--- src/rtl/cart_bank_decoder.sv ---
module cart_bank_decoder #(
  parameter int DATA_W     = 8,
  parameter int PRG_BANK_W = 4
) (
  input  logic                       clk,
  input  logic                       rst_n,
  input  logic [1:0]                 variant,
  input  logic                       cpu_wr,
  input  logic [15:0]                cpu_addr,
  input  logic [DATA_W-1:0]          cpu_data,
  input  logic [12:0]                ppu_addr,
  output logic [PRG_BANK_W+13:0]     prg_addr,
  output logic [DATA_W+9:0]          chr_addr,
  output logic                       nt_sel,
  output logic                       wram_we,
  output logic                       irq_ctrl_wr,
  output logic                       irq_lo_wr,
  output logic                       irq_hi_wr,
  output logic [DATA_W-1:0]          irq_wr_data,
  output logic                       irq_high_range
);

  localparam int SLOTS = 8;

  typedef enum logic [1:0] {MIR_VERT, MIR_HORZ, MIR_LOW, MIR_HIGH} mir_t;

  logic                  in_low, in_high, in_win, reg_hit;
  logic [3:0]            off;
  logic [DATA_W-1:0]     chr_bank [SLOTS];
  logic [PRG_BANK_W-1:0] prg_bank;
  logic [PRG_BANK_W-1:0] prg_page;
  mir_t                  mir;

  assign in_low  = (cpu_addr[15:13] == 3'b011);
  assign in_high = cpu_addr[15];
  assign off     = cpu_addr[3:0];

  always_comb begin
    case (variant)
      2'd1:    in_win = in_low;
      2'd2:    in_win = in_high;
      default: in_win = in_low | in_high;
    endcase
  end

  assign reg_hit = cpu_wr & in_win;

  always_ff @(posedge clk) begin
    if (!rst_n) begin
      for (int i = 0; i < SLOTS; i++) chr_bank[i] <= '0;
      prg_bank <= '0;
      mir      <= MIR_VERT;
    end else if (reg_hit) begin
      if (!off[3])
        chr_bank[off[2:0]] <= cpu_data;
      else if (off == 4'h8)
        prg_bank <= cpu_data[PRG_BANK_W-1:0];
      else if (off == 4'h9)
        mir <= mir_t'(cpu_data[1:0]);
    end
  end

  assign prg_page = cpu_addr[14] ? '1 : prg_bank;
  assign prg_addr = {prg_page, cpu_addr[13:0]};
  assign chr_addr = {chr_bank[ppu_addr[12:10]], ppu_addr[9:0]};

  always_comb begin
    case (mir)
      MIR_VERT: nt_sel = ppu_addr[10];
      MIR_HORZ: nt_sel = ppu_addr[11];
      MIR_LOW:  nt_sel = 1'b0;
      default:  nt_sel = 1'b1;
    endcase
  end

  assign wram_we        = cpu_wr & in_low;
  assign irq_ctrl_wr    = reg_hit & (off == 4'hA);
  assign irq_lo_wr      = reg_hit & (off == 4'hB);
  assign irq_hi_wr      = reg_hit & (off == 4'hC);
  assign irq_wr_data    = cpu_data;
  assign irq_high_range = in_high;

endmodule

--- config.mk ---
export PLATFORM = sky130hd
export DESIGN_NAME = cart_bank_decoder
export DESIGN_NICKNAME = d
export VERILOG_FILES = /design/src/rtl/cart_bank_decoder.sv
export SDC_FILE = /design/constraint.sdc
export NUM_CORES = 1
export LEC_CHECK = 0
export ABC_AREA = 0
export BUFFER_PORTS_ARGS = -buffer_cell sky130_fd_sc_hd__buf_4
export CORE_ASPECT_RATIO = 1.2
export CORE_UTILIZATION = 57
export DETAILED_ROUTE_END_ITERATION = 8
export HOLD_SLACK_MARGIN = 0.12
export PLACE_DENSITY = 0.9
export SYNTH_ARGS = -nofsm -noshare
export SYNTH_HDL_FRONTEND = slang
export SYNTH_SLANG_ARGS = --single-unit
--- constraint.sdc ---
create_clock -name clk -period 4.2 [get_ports clk]
set_clock_uncertainty 0.2 [all_clocks]
set_input_delay 0.42 -clock clk [delete_from_list [all_inputs] [get_ports clk]]
set_output_delay 0.42 -clock clk [all_outputs]
set_load 0.02 [all_outputs]
# ---- After elaboration in Yosys (flattened, before gate mapping)
# Memory sizes are Yosys's and may differ from the RTL's.
# Index checks and enable logic that the tools add are counted.
dict set report totals {
  reg_bits 6
  mem_bits_rw 64
  inputBits 42
  output_inout_bits 50
  elab_cells 35
  memories 1
}
# memory words width rd rd_ports_with_merged_regs write_ports line
set memory_table {}
lappend memory_table {chr_bank 8 8 1 0 8 29} ;# logic [DATA_W-1:0] chr_bank [SLOTS];
dict set report classes {
  n_eq_ne 10
  mux 11
  bitwise_logic 7
  n_reduce_logical 4
}
# op n
set op_table {}
lappend op_table {{equality test 4 bit (second input constant)} 5}
lappend op_table {{2-to-1 mux 8 bit} 1}
lappend op_table {{OR reduction 8 bit} 1}
lappend op_table {{2-to-1 mux 1 bit} 6}
lappend op_table {{AND 1 bit} 5}
lappend op_table {{equality test 2 x 1 -> 1 bit (second input constant)} 2}
lappend op_table {{equality test 2 bit (second input constant)} 2}
lappend op_table {{2-to-1 mux 4 bit} 1}
lappend op_table {{AND reduction 4 bit} 1}
lappend op_table {{equality test 3 x 2 -> 1 bit (second input constant)} 1}
lappend op_table {{2-to-1 mux 3 bit} 1}
lappend op_table {{one-hot mux 1 bit (3 select lines)} 1}
lappend op_table {{AND reduction 3 bit} 1}
lappend op_table {{logical NOT 2 bit} 1}
lappend op_table {{one-hot mux 1 bit (2 select lines)} 1}
lappend op_table {{NOT 1 bit} 1}
lappend op_table {{bitwise OR 1 bit} 1}

# ---- Longest topological paths before layout
dict set report logic_depth {
  ltp_word 9
  mapped_depth 7
}

# ---- Worst setup path after synthesis
# No wires, ideal clock.
dict set report synth_timing {
  path_type {input-to-reg}
  startpoint {input variant[0]}
  endpoint {memory chr_bank[7][0], enable pin}
  setup_ps 384
  arrival_time_ps 2155
  required_time_ps 3616
  slack_ps 1461
  stages 6
  path_buffers 0
  path_cell_list {inv_1 > ha_1 > nor2b_1 > a221oi_4 > nand3_2 > o21ai_0}
}
# item line
set synth_rtl {}
lappend synth_rtl {{start: declaration} 7} ;# input logic [1:0] variant,
lappend synth_rtl {{end: declaration} 29}

# ---- Worst setup path after layout
dict set report layout_timing {
  startpoint {input variant[0]}
  endpoint {output irq_ctrl_wr}
}
dict set report layout_between {
  elab_chain_cells 4
  word_cells_on_any_way 5
  classes_between {eq/ne (2); mux (1); bitwise (2)}
}
# item line
set layout_lines {}
lappend layout_lines {{equality test 2 bit / equality test 2 x 1 -> 1 bit (equally long branches)} 39} ;# case (variant)
lappend layout_lines {{one-hot mux 1 bit (2 select lines) *} 39}
lappend layout_lines {{AND 1 bit *} 46} ;# assign reg_hit = cpu_wr & in_win;
lappend layout_lines {{AND 1 bit *} 77} ;# assign irq_ctrl_wr = reg_hit & (off == 4'hA);
lappend layout_lines {{end: declaration} 16} ;# output logic irq_ctrl_wr,
# Mark *: on every way between the ends. The rest lies on a longest branch, timed or not.

==> impl_metrics.env <==
export IMPL_utilization_pct=65.6
export IMPL_hold_violations=0
export IMPL_cp_arrival_ns=2.12
export IMPL_fp_dieW_um=74.1
export IMPL_cts_sinks=70
export IMPL_gp_congestion=0.845
export IMPL_postCtsSetupBuffers=0
export IMPL_synth_warnings=0
export IMPL_finalNetCount=343
export IMPL_finalNonFillerCells=386
export IMPL_synth_seq_area_share_pct=57.5
export IMPL_ir_drop_v=0.000188
export IMPL_combPwrFrac_pct=13.1
export IMPL_via_per_inst=5.77
export IMPL_clock_latency_ns=0.34
export IMPL_detailed_place_hpwl_mm=5.63
export IMPL_cap_viol_max_count=0
export IMPL_io_buffers=53
export IMPL_reg2reg_slack_ns=3.40
export IMPL_mostFrequentLayoutCell="edfxtp_1"
export IMPL_grt_pass1_wl_mm=11.4
export IMPL_cts_tree="yes"
export IMPL_setup_slack_ns=1.46
export IMPL_worstSetupStartpointType="input pin"
export IMPL_grt_usage_pct=25.6
export IMPL_gr_total_overflow=0
export IMPL_routed_wl_mm=7.68
export IMPL_synth_seq_cells=70
export IMPL_drtIter0Drc=290
export IMPL_p_total_mw=1.47
export IMPL_grt_pass1_vias=2127
export IMPL_synth_avg_cell_area_um2=12.9
export IMPL_clockRootBuffer="clkbuf_8"
export IMPL_cts_made_buffers=9
export IMPL_ios=92
export IMPL_dpl_cell_area_mm2=0.00378
export IMPL_path_clk_slew_ns=0.08
export IMPL_cts_resized=0
export IMPL_cp_required_ns=3.58
export IMPL_power_net_switching_mw=0.374
export IMPL_fin_area_mm2=0.00394
export IMPL_crit_type="in2out"
export IMPL_dpl_worst_slack_ns=1.37
export IMPL_core_rowCount=31
export IMPL_antenna_left=0
export IMPL_cp_startpoint="variant[0]"
export IMPL_p_clk_share_pct=31.9
export IMPL_die_area_mm2=0.00655
export IMPL_vias=2228
export IMPL_rsz0062_at_grt="no"
export IMPL_syn_inst=276
export IMPL_setup_tns_ns=0
export IMPL_min_path_type="in2reg"
export IMPL_status="finished, final reports clean"
export IMPL_drc=0
export IMPL_dp_cells=370
export IMPL_synth_nets=320
export IMPL_synth_distinct_cells=28
export IMPL_core_area_mm2=0.00601
export IMPL_crit_fanout=11
export IMPL_finalSetupViolCount=0
export IMPL_fmax_mhz=365
export IMPL_antenna_found_initial=0
export IMPL_synthTopCellsByArea="edfxtp_1 (54%), mux4_2 (10%), buf_4 (7.2%), and2_1 (5.6%), nor2_1 (4.0%)"
export IMPL_synth_top_area_share_pct=54.1
export IMPL_drive_gt1_share_pct=34.2
export IMPL_p_leak_nw=1.50
export IMPL_finalCritPeriodShare_pct=65.1
export IMPL_ctsHoldBuffers=0
export IMPL_min_period_ns=2.74
export IMPL_die_h_um=88.5
export IMPL_r2r_start="mir[1]"
export IMPL_area_delta_synth_final_pct=11.0
export IMPL_swShare_pct=25.5
export IMPL_powerDensity_mw_per_mm2=373
export IMPL_whs_ns=0.185
export IMPL_relSlewSlack_pct=67.8
export IMPL_slew_violations=0
export IMPL_cts_htree_levels=3
export IMPL_wl_per_cell_um=19.9
export IMPL_synthesis_area_mm2=0.00355
export IMPL_yosys_area_top_type="edfxtp_1"
export IMPL_dr_pass1_iters=8
export IMPL_antennaDiodeCount=0
export IMPL_min_from="cpu_data[2]"
export IMPL_internal_power_mw=1.10
export IMPL_initial_utilization_pct=59.1
export IMPL_final_cell_mix="edfxtp_1 (64), buf_4 (57), nor2_1 (38), and2_1 (32), nand2_1 (23)"
export IMPL_grt_start_max_net_pins=20
export IMPL_tightest_slew_ns=0.484
export IMPL_crit_path_end_kind="primary output"
export IMPL_seqPwrFrac_pct=55.0
export IMPL_clockBufferDepth=2
==> cell families (layout without fill, tap and decap cells) <==
kind of cell | after synthesis | in the layout | synth area share, %
adder cells (fa/ha/maj) | 2 | 2 | 0.704
AND/OR/NAND/NOR | 118 | 118 | 16.9
flip-flops | 70 | 70 | 57.5
AO/OA/AOI/OAI | 7 | 7 | 1.58
multiplexers | 30 | 30 | 14.4
buffers and inverters | 49 | 77 | 8.98
==> flip-flops by register name, indices dropped and copies added (netlist names) <==
signal and flops:
mir 2, chr_bank 64, prg_bank 4
==> layout make-up <==
type                       instances  area [um^2]
clock inverter                     5         32.5
fill                             438         2070
tap                               82          103
timing repair buffer              57          428
multi-input combinational        157         1190
clock buffer                      11          131
inverter                           4         15.0
sequential                        70         2040
==> layer usage <==
layer  global-route usage [%]  part of all wire (%)  vias up
met5                        0                     0        -
met4                     14.0                   3.5        0
met3                     6.15                    11       28
met2                     40.7                    49      181
met1                     32.5                    36     1036
li1                         -                     -      983
==> worst paths after layout <==
path	end	cells past startpoint
worst max-delay path	irq_ctrl_wr	8
worst min-delay path	prg_bank[2]	3
worst max register to register	mir[1]	2
worst min register to register	prg_bank[1]	2
==> Yosys cell counts <==
| cell type | instances |
|---|---|
| a221oi_4 | 1 |
| nand2_1 | 23 |
| mux2_2 | 8 |
| nor2_1 | 38 |
| buf_2 | 6 |
| and3_1 | 3 |
| nand4b_2 | 1 |
| nand3_2 | 1 |
| mux2i_1 | 6 |
| nor3_1 | 2 |
| nor2b_1 | 3 |
| nand4_1 | 1 |
| nand2b_1 | 6 |
| a21oi_1 | 1 |
| dfxtp_1 | 6 |
| buf_1 | 1 |
| and2_1 | 32 |
| mux4_2 | 16 |
| nand2_2 | 2 |
| o21ai_0 | 5 |
| and4_1 | 1 |
| buf_4 | 34 |
| ha_1 | 2 |
| nand4b_1 | 1 |
| edfxtp_1 | 64 |
| inv_1 | 4 |
| or2_2 | 4 |
| clkbuf_1 | 4 |
==> worst max-delay path, stage by stage <==
cell and delay [ns]:
buf_4 0.09, inv_1 0.03, ha_1 0.29, nor2b_1 0.16, a221oi_4 0.46, nand2_1 0.32, nor2_1 0.18, buf_4 0.16
==> power by group through the flow <==
stage	registers (mW)	logic [mW]	clock network, mW
2_1_floorplan	0.814	0.148	0
5_1_grt	0.812	0.204	0.501
3_5_place_dp	0.824	0.193	0
4_1_cts	0.809	0.194	0.467
3_3_place_gp	0.821	0.189	0
6_report	0.809	0.193	0.469
Note: power is estimated with default switching activity, not from simulation.
